<file path="src/rtl/slp_pkg.sv">
package slp_pkg;

  typedef enum logic {
    ST_AWAKE  = 1'b0,
    ST_ASLEEP = 1'b1
  } slpState_e;

  typedef struct packed {
    logic cntClear;
    logic cntInc;
  } slpStrobe_t;

endpackage

</file>
<file path="src/rtl/slp_datapath.sv">
module slp_datapath
  import slp_pkg::*;
#(
  parameter int CHAR_TICKS = 160,
  parameter int IRQ_W      = 6,
  parameter int THR_IDX    = 1
) (
  input  logic             clk,
  input  logic             rstN,
  input  slpStrobe_t       strobe,
  input  logic             rxLine,
  input  logic             txFifoEmpty,
  input  logic             txShiftEmpty,
  input  logic             txWrite,
  input  logic             sleepEn,
  input  logic [IRQ_W-1:0] irqPending,
  output logic             quiet,
  output logic             charDone
);

  localparam int CNT_W = $clog2(CHAR_TICKS + 1);
  localparam logic [CNT_W-1:0] CNT_LIMIT = CNT_W'(CHAR_TICKS);

  logic [IRQ_W-1:0] irqMask;
  logic [CNT_W-1:0] idleCnt;
  logic             otherIrq;

  // mask keeps every source except transmit-holding-empty
  for (genvar i = 0; i < IRQ_W; i++) begin : g_mask
    if (i == THR_IDX) begin : g_thr
      assign irqMask[i] = 1'b0;
    end else begin : g_src
      assign irqMask[i] = 1'b1;
    end
  end

  assign otherIrq = |(irqPending & irqMask);

  assign quiet = sleepEn & rxLine & txFifoEmpty & txShiftEmpty
               & ~txWrite & ~otherIrq;

  assign charDone = (idleCnt == CNT_LIMIT);

  always_ff @(posedge clk or negedge rstN) begin
    if (!rstN) begin
      idleCnt <= '0;
    end else if (strobe.cntClear) begin
      idleCnt <= '0;
    end else if (strobe.cntInc && !charDone) begin
      idleCnt <= idleCnt + 1'b1;
    end
  end

endmodule

</file>
<file path="src/rtl/slp_control.sv">
module slp_control
  import slp_pkg::*;
(
  input  logic       clk,
  input  logic       rstN,
  input  logic       baudTick,
  input  logic       quiet,
  input  logic       charDone,
  output slpStrobe_t strobe,
  output logic       sleepOut
);

  slpState_e state, stateNxt;

  always_comb begin
    stateNxt        = state;
    strobe.cntClear = 1'b0;
    strobe.cntInc   = 1'b0;
    unique case (state)
      ST_AWAKE: begin
        if (!quiet) begin
          strobe.cntClear = 1'b1;
        end else if (charDone) begin
          stateNxt = ST_ASLEEP;
        end else begin
          strobe.cntInc = baudTick;
        end
      end
      ST_ASLEEP: begin
        if (!quiet) begin
          stateNxt        = ST_AWAKE;
          strobe.cntClear = 1'b1;
        end
      end
      default: stateNxt = ST_AWAKE;
    endcase
  end

  always_ff @(posedge clk or negedge rstN) begin
    if (!rstN) state <= ST_AWAKE;
    else       state <= stateNxt;
  end

  // wake path is combinational so the gate opens in the disturbing cycle
  assign sleepOut = (state == ST_ASLEEP) & quiet;

endmodule

</file>
<file path="src/rtl/uart_sleep_ctrl.sv">
module uart_sleep_ctrl
  import slp_pkg::*;
#(
  parameter int BITS_PER_CHAR = 10,
  parameter int TICKS_PER_BIT = 16,
  parameter int IRQ_W         = 6,
  parameter int THR_IDX       = 1
) (
  input  logic             clk,
  input  logic             rstN,
  input  logic             baudTick,
  input  logic             rxLine,
  input  logic             txFifoEmpty,
  input  logic             txShiftEmpty,
  input  logic             txWrite,
  input  logic             sleepEn,
  input  logic [IRQ_W-1:0] irqPending,
  output logic             sleepOut
);

  localparam int CHAR_TICKS = BITS_PER_CHAR * TICKS_PER_BIT;

  slpStrobe_t strobe;
  logic       quiet;
  logic       charDone;

  slp_datapath #(
    .CHAR_TICKS(CHAR_TICKS),
    .IRQ_W     (IRQ_W),
    .THR_IDX   (THR_IDX)
  ) u_dp (
    .clk         (clk),
    .rstN        (rstN),
    .strobe      (strobe),
    .rxLine      (rxLine),
    .txFifoEmpty (txFifoEmpty),
    .txShiftEmpty(txShiftEmpty),
    .txWrite     (txWrite),
    .sleepEn     (sleepEn),
    .irqPending  (irqPending),
    .quiet       (quiet),
    .charDone    (charDone)
  );

  slp_control u_ctl (
    .clk     (clk),
    .rstN    (rstN),
    .baudTick(baudTick),
    .quiet   (quiet),
    .charDone(charDone),
    .strobe  (strobe),
    .sleepOut(sleepOut)
  );

endmodule

</file>
<file path="config.mk">
export PLATFORM = sky130hd
export DESIGN_NAME = uart_sleep_ctrl
export DESIGN_NICKNAME = d
export VERILOG_FILES = /design/src/rtl/slp_pkg.sv /design/src/rtl/slp_datapath.sv /design/src/rtl/slp_control.sv /design/src/rtl/uart_sleep_ctrl.sv
export SDC_FILE = /design/constraint.sdc
export NUM_CORES = 1
export LEC_CHECK = 0
export BUFFER_PORTS_ARGS = -buffer_cell sky130_fd_sc_hd__buf_4
export CAP_MARGIN = 20
export CORE_AREA = 2 2 39 41
export DETAILED_ROUTE_END_ITERATION = 7
export DIE_AREA = 0 0 41 43
export PLACE_DENSITY_LB_ADDON = 0.25
export SETUP_SLACK_MARGIN = 0.2
export SLEW_MARGIN = 25
export SYNTH_ARGS = -nofsm -noshare
export SYNTH_HDL_FRONTEND = slang
export SYNTH_SLANG_ARGS = --single-unit
</file>
<file path="constraint.sdc">
create_clock -name clk -period 4.1 [get_ports clk]
set_input_delay 0.41 -clock clk [delete_from_list [all_inputs] [get_ports clk]]
set_output_delay 0.41 -clock clk [all_outputs]
set_load 0.05 [all_outputs]
</file>
# --- Word-level counts from Yosys, hierarchy flattened ---
# Index checks and enable logic that the tools add are counted.
word_totals:
  ff_bits: 9
  out_inout_bits: 1
  wordCells: 27
  in_bits: 14
classes:
  n_reduce_logical: 4
  n_eq_ne: 1
  n_addsub: 1
  bitwise: 9
  mux: 10
ops:
  columns: ["cell", "count"]
  rows:
  - ["8-bit two-way mux", 2]
  - ["8-bit by 1-bit adder with 8-bit output, second input constant", 1]
  - ["8-bit equality test, second input constant", 1]
  - ["1-bit two-way mux", 7]
  - ["1-bit AND", 6]
  - ["5-bit OR reduction", 1]
  - ["1-bit inverter", 3]
  - ["1-bit one-hot mux with 2 select lines", 1]
  - ["2-bit nonzero test", 1]
  - ["1-bit logical AND", 1]
  - ["1-bit logical NOT", 1]

# --- Logic depth before layout (Yosys ltp) ---
logic_depth:
  depth_word: 10
  mapped_depth: 5
  depth_no_buf: 5

# --- Modules after synthesis ---
# Synthesis repeated with hierarchy kept, for this count alone.
hier_totals:
  cells_unflattened: 55
  hier_area_um2: 531.8
modules_own_cells:
  columns: ["mod", "seq_area_each_um2", "n_inst", "cells_per_inst", "area_each_um2"]
  rows:
  - ["slp_datapath", 200.2, 1, 50, 475.5]
  - ["slp_control", 25.0, 1, 5, 56.3]

# --- Least setup slack after synthesis ---
# Ideal clock, no wire load.
synth_timing:
  kind: "input port to output port"
  startpoint: "input port txWrite"
  endpoint: "output port sleepOut"
  arrival_time_ns: 1.685
  path_stages: 3
  n_path_buf: 0
  required_ns: 3.690
  slack_ns: 2.005
  cell_sequence: "nor4_4 nand3_1 nor2_1"
synth_between:
  elab_chain_cells: 4
synth_rtl:
  columns: ["item", "line_no", "source"]
  rows:
  - ["start, declared", "uart_sleep_ctrl.sv:15", "input logic txWrite,"]
  - ["1-bit inverter", "slp_datapath.sv:40", "& ~txWrite & ~otherIrq;"]
  - ["1-bit AND (2 in series)", "slp_datapath.sv:40", null]
  - ["1-bit AND", "slp_control.sv:45", "assign sleepOut = (state == ST_ASLEEP) & quiet;"]
  - ["end, declared", "uart_sleep_ctrl.sv:18", "output logic sleepOut"]
# Every way passes these cells.

# --- Worst setup path after layout ---
# Ends and elaborated chain as after synthesis.

==> impl_metrics.prom <==
# TYPE chip_impl_metric gauge
chip_impl_info{name="cts.root.buffer_cell",value="clkbuf_4"} 1
chip_impl_info{name="synth_top_family_by_area",value="simple AND/OR/NAND/NOR gates"} 1
chip_impl_metric{name="peakVddDrop",unit="uV"} 120
chip_impl_metric{name="worst-slew-pin-transition",unit="ns"} 0.347
chip_impl_metric{name="worst-r2r-setup-slack",unit="ns"} 2.71
chip_impl_metric{name="wire_length_of_the_first_global_routing_pass",unit="um"} 1870
chip_impl_metric{name="syn_nets",unit=""} 72
chip_impl_metric{name="arrival_time_reported_for_the_critical_path_endpoint",unit="ns"} 1.59
chip_impl_metric{name="ys_types",unit=""} 22
chip_impl_metric{name="combinational_share_of_power",unit="%"} 9.1
chip_impl_metric{name="routabilityCongestion",unit=""} 0.666
chip_impl_metric{name="synth.ff_latch_count",unit=""} 9
chip_impl_metric{name="num_rows",unit=""} 14
chip_impl_metric{name="route.detailed.vias_per_inst",unit=""} 5.56
chip_impl_metric{name="period_share",unit="%"} 48.8
chip_impl_metric{name="antenna_found_initial",unit=""} 0
chip_impl_metric{name="core-area",unit="um^2"} 1380
chip_impl_info{name="run_status",value="finished clean"} 1
chip_impl_metric{name="area_growth",unit="%"} 28.1
chip_impl_info{name="grt_setup_unrepaired",value="no"} 1
chip_impl_metric{name="drtIter0Drc",unit=""} 5
chip_impl_metric{name="setup_violations",unit=""} 0
chip_impl_info{name="min-delay-path-class",value="input pin to flip-flop"} 1
chip_impl_metric{name="drtPass1Iterations",unit=""} 4
chip_impl_info{name="tritoncts",value="built"} 1
chip_impl_info{name="setup.worst_path.start",value="txWrite"} 1
chip_impl_metric{name="syn-cell-area",unit="um^2"} 547
chip_impl_metric{name="fin_ws",unit="ns"} 2.10
chip_impl_metric{name="synth_xor_area_share",unit="%"} 0
chip_impl_info{name="worst_r2r_startpoint",value="u_dp.idleCnt[0]$_DFFE_PN0P_"} 1
chip_impl_info{name="crit_end",value="sleepOut"} 1
chip_impl_metric{name="count_of_hold_buffers_inserted_by_post_cts_repair",unit=""} 1
chip_impl_info{name="worst_setup_path_end_kind",value="primary output"} 1
chip_impl_metric{name="design.portCount",unit=""} 15
chip_impl_metric{name="syn_inst",unit=""} 56
chip_impl_metric{name="path_clk_slew",unit="ns"} 0.06
chip_impl_metric{name="drt-total-wl",unit="um"} 1090
chip_impl_metric{name="globalRoute.totalOverflow",unit=""} 0
chip_impl_metric{name="synth_compound_gate_area_share",unit="%"} 14.0
chip_impl_metric{name="p_per_area",unit="nW/um^2"} 251
chip_impl_metric{name="slew-limit-headroom",unit="%"} 76.7
chip_impl_metric{name="switching_share",unit="%"} 22.8
chip_impl_metric{name="final_layout_size_suffix_gt1_share",unit="%"} 28.4
chip_impl_metric{name="grt_max_degree",unit=""} 10
chip_impl_metric{name="nets",unit=""} 91
chip_impl_metric{name="timing_hold_violations_final",unit=""} 0
chip_impl_metric{name="cts_resized",unit=""} 0
chip_impl_metric{name="adder_and_majority_cell_fraction_of_the_synthesized_area",unit="%"} 4.58
chip_impl_metric{name="numClockSinks",unit=""} 9
chip_impl_metric{name="placement.setup.worst_slack",unit="ns"} 2.09
chip_impl_metric{name="synth_mux_area_share",unit="%"} 3.66
chip_impl_metric{name="die_w",unit="um"} 41
chip_impl_metric{name="routed-via-count",unit=""} 500
chip_impl_metric{name="critPathRequiredTime",unit="ns"} 3.69
chip_impl_metric{name="dieHeight",unit="um"} 43
chip_impl_metric{name="cts.htree.levels",unit=""} 1
chip_impl_metric{name="route.antenna.remaining_nets",unit=""} 0
chip_impl_metric{name="post-dp-hpwl",unit="um"} 841
chip_impl_metric{name="netSwitchingPower",unit="mW"} 0.0400
chip_impl_info{name="cp-start-kind",value="input pin"} 1
chip_impl_metric{name="post_synth_and_or_nand_nor_area_fraction",unit="%"} 34.6
chip_impl_metric{name="timing.final.max_slew_violations",unit=""} 0
chip_impl_metric{name="finClkSkew",unit="ns"} 0.000926
chip_impl_metric{name="intPower",unit="mW"} 0.136
chip_impl_metric{name="max_clock_freq",unit="MHz"} 500
chip_impl_metric{name="synth_area_per_cell",unit="um^2"} 9.76
chip_impl_metric{name="final.setup.tns",unit="ns"} 0
chip_impl_metric{name="post-cts-setup-buffer-count",unit=""} 0
chip_impl_metric{name="seq_power_share",unit="%"} 50.5
chip_impl_metric{name="cp_max_fanout",unit=""} 8
chip_impl_metric{name="skew_pair_late_insertion_delay",unit="ns"} 0.26
chip_impl_metric{name="first_global_vias",unit=""} 457
chip_impl_metric{name="ys_warn_count",unit=""} 0
chip_impl_metric{name="drt_wl_cell",unit="um"} 12.2
chip_impl_metric{name="initial_utilization",unit="%"} 39.5
chip_impl_metric{name="diodes",unit=""} 0
chip_impl_metric{name="portBuffers",unit=""} 13
chip_impl_metric{name="r2r.worst_path.cells",unit=""} 5
chip_impl_metric{name="cap_viol_max_count",unit=""} 0
chip_impl_info{name="r2r-end",value="u_dp.idleCnt[0]$_DFFE_PN0P_"} 1
chip_impl_metric{name="remaining_drc_errors",unit=""} 0
chip_impl_metric{name="clk_buf_depth",unit=""} 2
chip_impl_metric{name="power_share_of_the_clock_group",unit="%"} 40.4
chip_impl_metric{name="die_area",unit="um^2"} 1760
chip_impl_metric{name="sequential_share_of_the_synthesized_area",unit="%"} 41.2
chip_impl_info{name="timing_worst_setup_path_type",value="input pin to primary output"} 1
chip_impl_metric{name="post-route-min-period",unit="ns"} 2.00
chip_impl_metric{name="grt.total_usage",unit="%"} 16.1
chip_impl_metric{name="leak_pwr",unit="nW"} 0.321
chip_impl_metric{name="tritoncts.num_buffers",unit=""} 3
==> per-layer routing <==
layer,vias to the layer above,wire [um],global-route usage [%]
li1,248,-,-
met1,236,487,19.0
met2,14,537,23.1
met3,2,54,4.71
met4,0,14,12.0
met5,-,0,0
==> cells in the final DEF (no fill, tap or decap) <==
| master | synthesis | layout |
|---|---|---|
| a211o_1 | 1 | 1 |
| a21oi_1 | 8 | 8 |
| and4_1 | 1 | 1 |
| and4b_1 | 1 | 1 |
| buf_4 | 0 | 13 |
| clkbuf_1 | 0 | 1 |
| clkbuf_4 | 0 | 3 |
| dfrtp_1 | 9 | 9 |
| dlygate4sd3_1 | 0 | 1 |
| ha_1 | 2 | 2 |
| inv_1 | 3 | 3 |
| mux2i_1 | 2 | 2 |
| nand2_1 | 3 | 3 |
| nand2b_1 | 1 | 1 |
| nand3_1 | 3 | 3 |
| nand3b_1 | 2 | 2 |
| nand4_1 | 4 | 4 |
| nand4b_4 | 1 | 1 |
| nor2_1 | 3 | 3 |
| nor3_1 | 1 | 1 |
| nor4_4 | 1 | 1 |
| o21ai_0 | 4 | 4 |
| o31ai_1 | 1 | 1 |
| or3_1 | 1 | 1 |
| or3_2 | 3 | 3 |
| or4_1 | 1 | 1 |
==> power groups by stage <==
stage	Sequential (mW)	Clock, mW	Combinational, mW
after floorplan	0.0905	0	0.00306
after global placement	0.0905	0	0.0153
after detailed placement	0.0905	0	0.0155
after CTS	0.0888	0.0738	0.0163
after global routing	0.0887	0.0779	0.0175
final	0.0888	0.0709	0.0160
==> through the flow <==
step / area [um^2] / util [%] / cells / hold WS [ns] / total power [mW]
finish: 701 / 50.6 / 90 / 0.452 / 0.176
global route: 701 / 50.6 / 90 / 0.471 / 0.184
CTS: 701 / 50.6 / 90 / 0.444 / 0.179
detailed placement: 664 / 48.0 / 85 / 0.241 / 0.106
global placement: 664 / 48.0 / 85 / 0.241 / 0.106
floorplan: 547 / - / 56 / 0.114 / 0.0935
==> state kept, by name, summed over array words and instances (netlist names) <==
name          flops
u_ctl.state       1
u_dp.idleCnt      8
==> cell type report <==
cell class	instances	area, um^2
Fill cell	145	683
Timing Repair Buffer	14	108
Inverter	3	11.3
Multi-Input combinational cell	44	310
Clock buffer	4	26.3
Tap cell	16	20.0
Sequential cell	9	225
==> cell usage after synthesis (all sizes together) <==
| library cell | instances | area [um^2] |
|---|---|---|
| ha | 2 | 25.0 |
| or4 | 1 | 7.51 |
| dfrtp | 9 | 225 |
| nand4 | 4 | 25.0 |
| and4b | 1 | 10.0 |
| nor2 | 3 | 11.3 |
| or3 | 4 | 28.8 |
| a21oi | 8 | 40.0 |
| nand3 | 3 | 15.0 |
| a211o | 1 | 8.76 |
| mux2i | 2 | 20.0 |
| inv | 3 | 11.3 |
| o31ai | 1 | 7.51 |
| nand2b | 1 | 6.26 |
| nand2 | 3 | 11.3 |
| nand3b | 2 | 15.0 |
| nor4 | 1 | 21.3 |
| and4 | 1 | 8.76 |
| nand4b | 1 | 23.8 |
| o21ai | 4 | 20.0 |
| nor3 | 1 | 5.00 |
==> worst min path at each step <==
stage	cells past startpoint	to	startpoint
global route	4	u_dp.idleCnt[1]$_DFFE_PN0P_	irqPending[4]
CTS	4	u_dp.idleCnt[1]$_DFFE_PN0P_	irqPending[4]
finish	4	u_dp.idleCnt[1]$_DFFE_PN0P_	irqPending[4]
floorplan	0	u_ctl.state$_DFF_PN0_	rstN
global placement	1	u_dp.idleCnt[7]$_DFFE_PN0P_	rstN
detailed placement	1	u_dp.idleCnt[7]$_DFFE_PN0P_	rstN
==> cells by family (layout without fill, tap and decap cells) <==
group	Yosys count	after routing
mux	2	2
flops	9	9
compound gates	14	14
simple gates	26	26
buf+inv	3	21
fa+ha+maj	2	2
==> worst max-delay path, stage by stage <==
cell and delay, ns:
buf_4 0.12, nor4_4 0.35, nand3_1 0.33, nor2_1 0.17, buf_4 0.21
(Power assumes the default switching activity.)
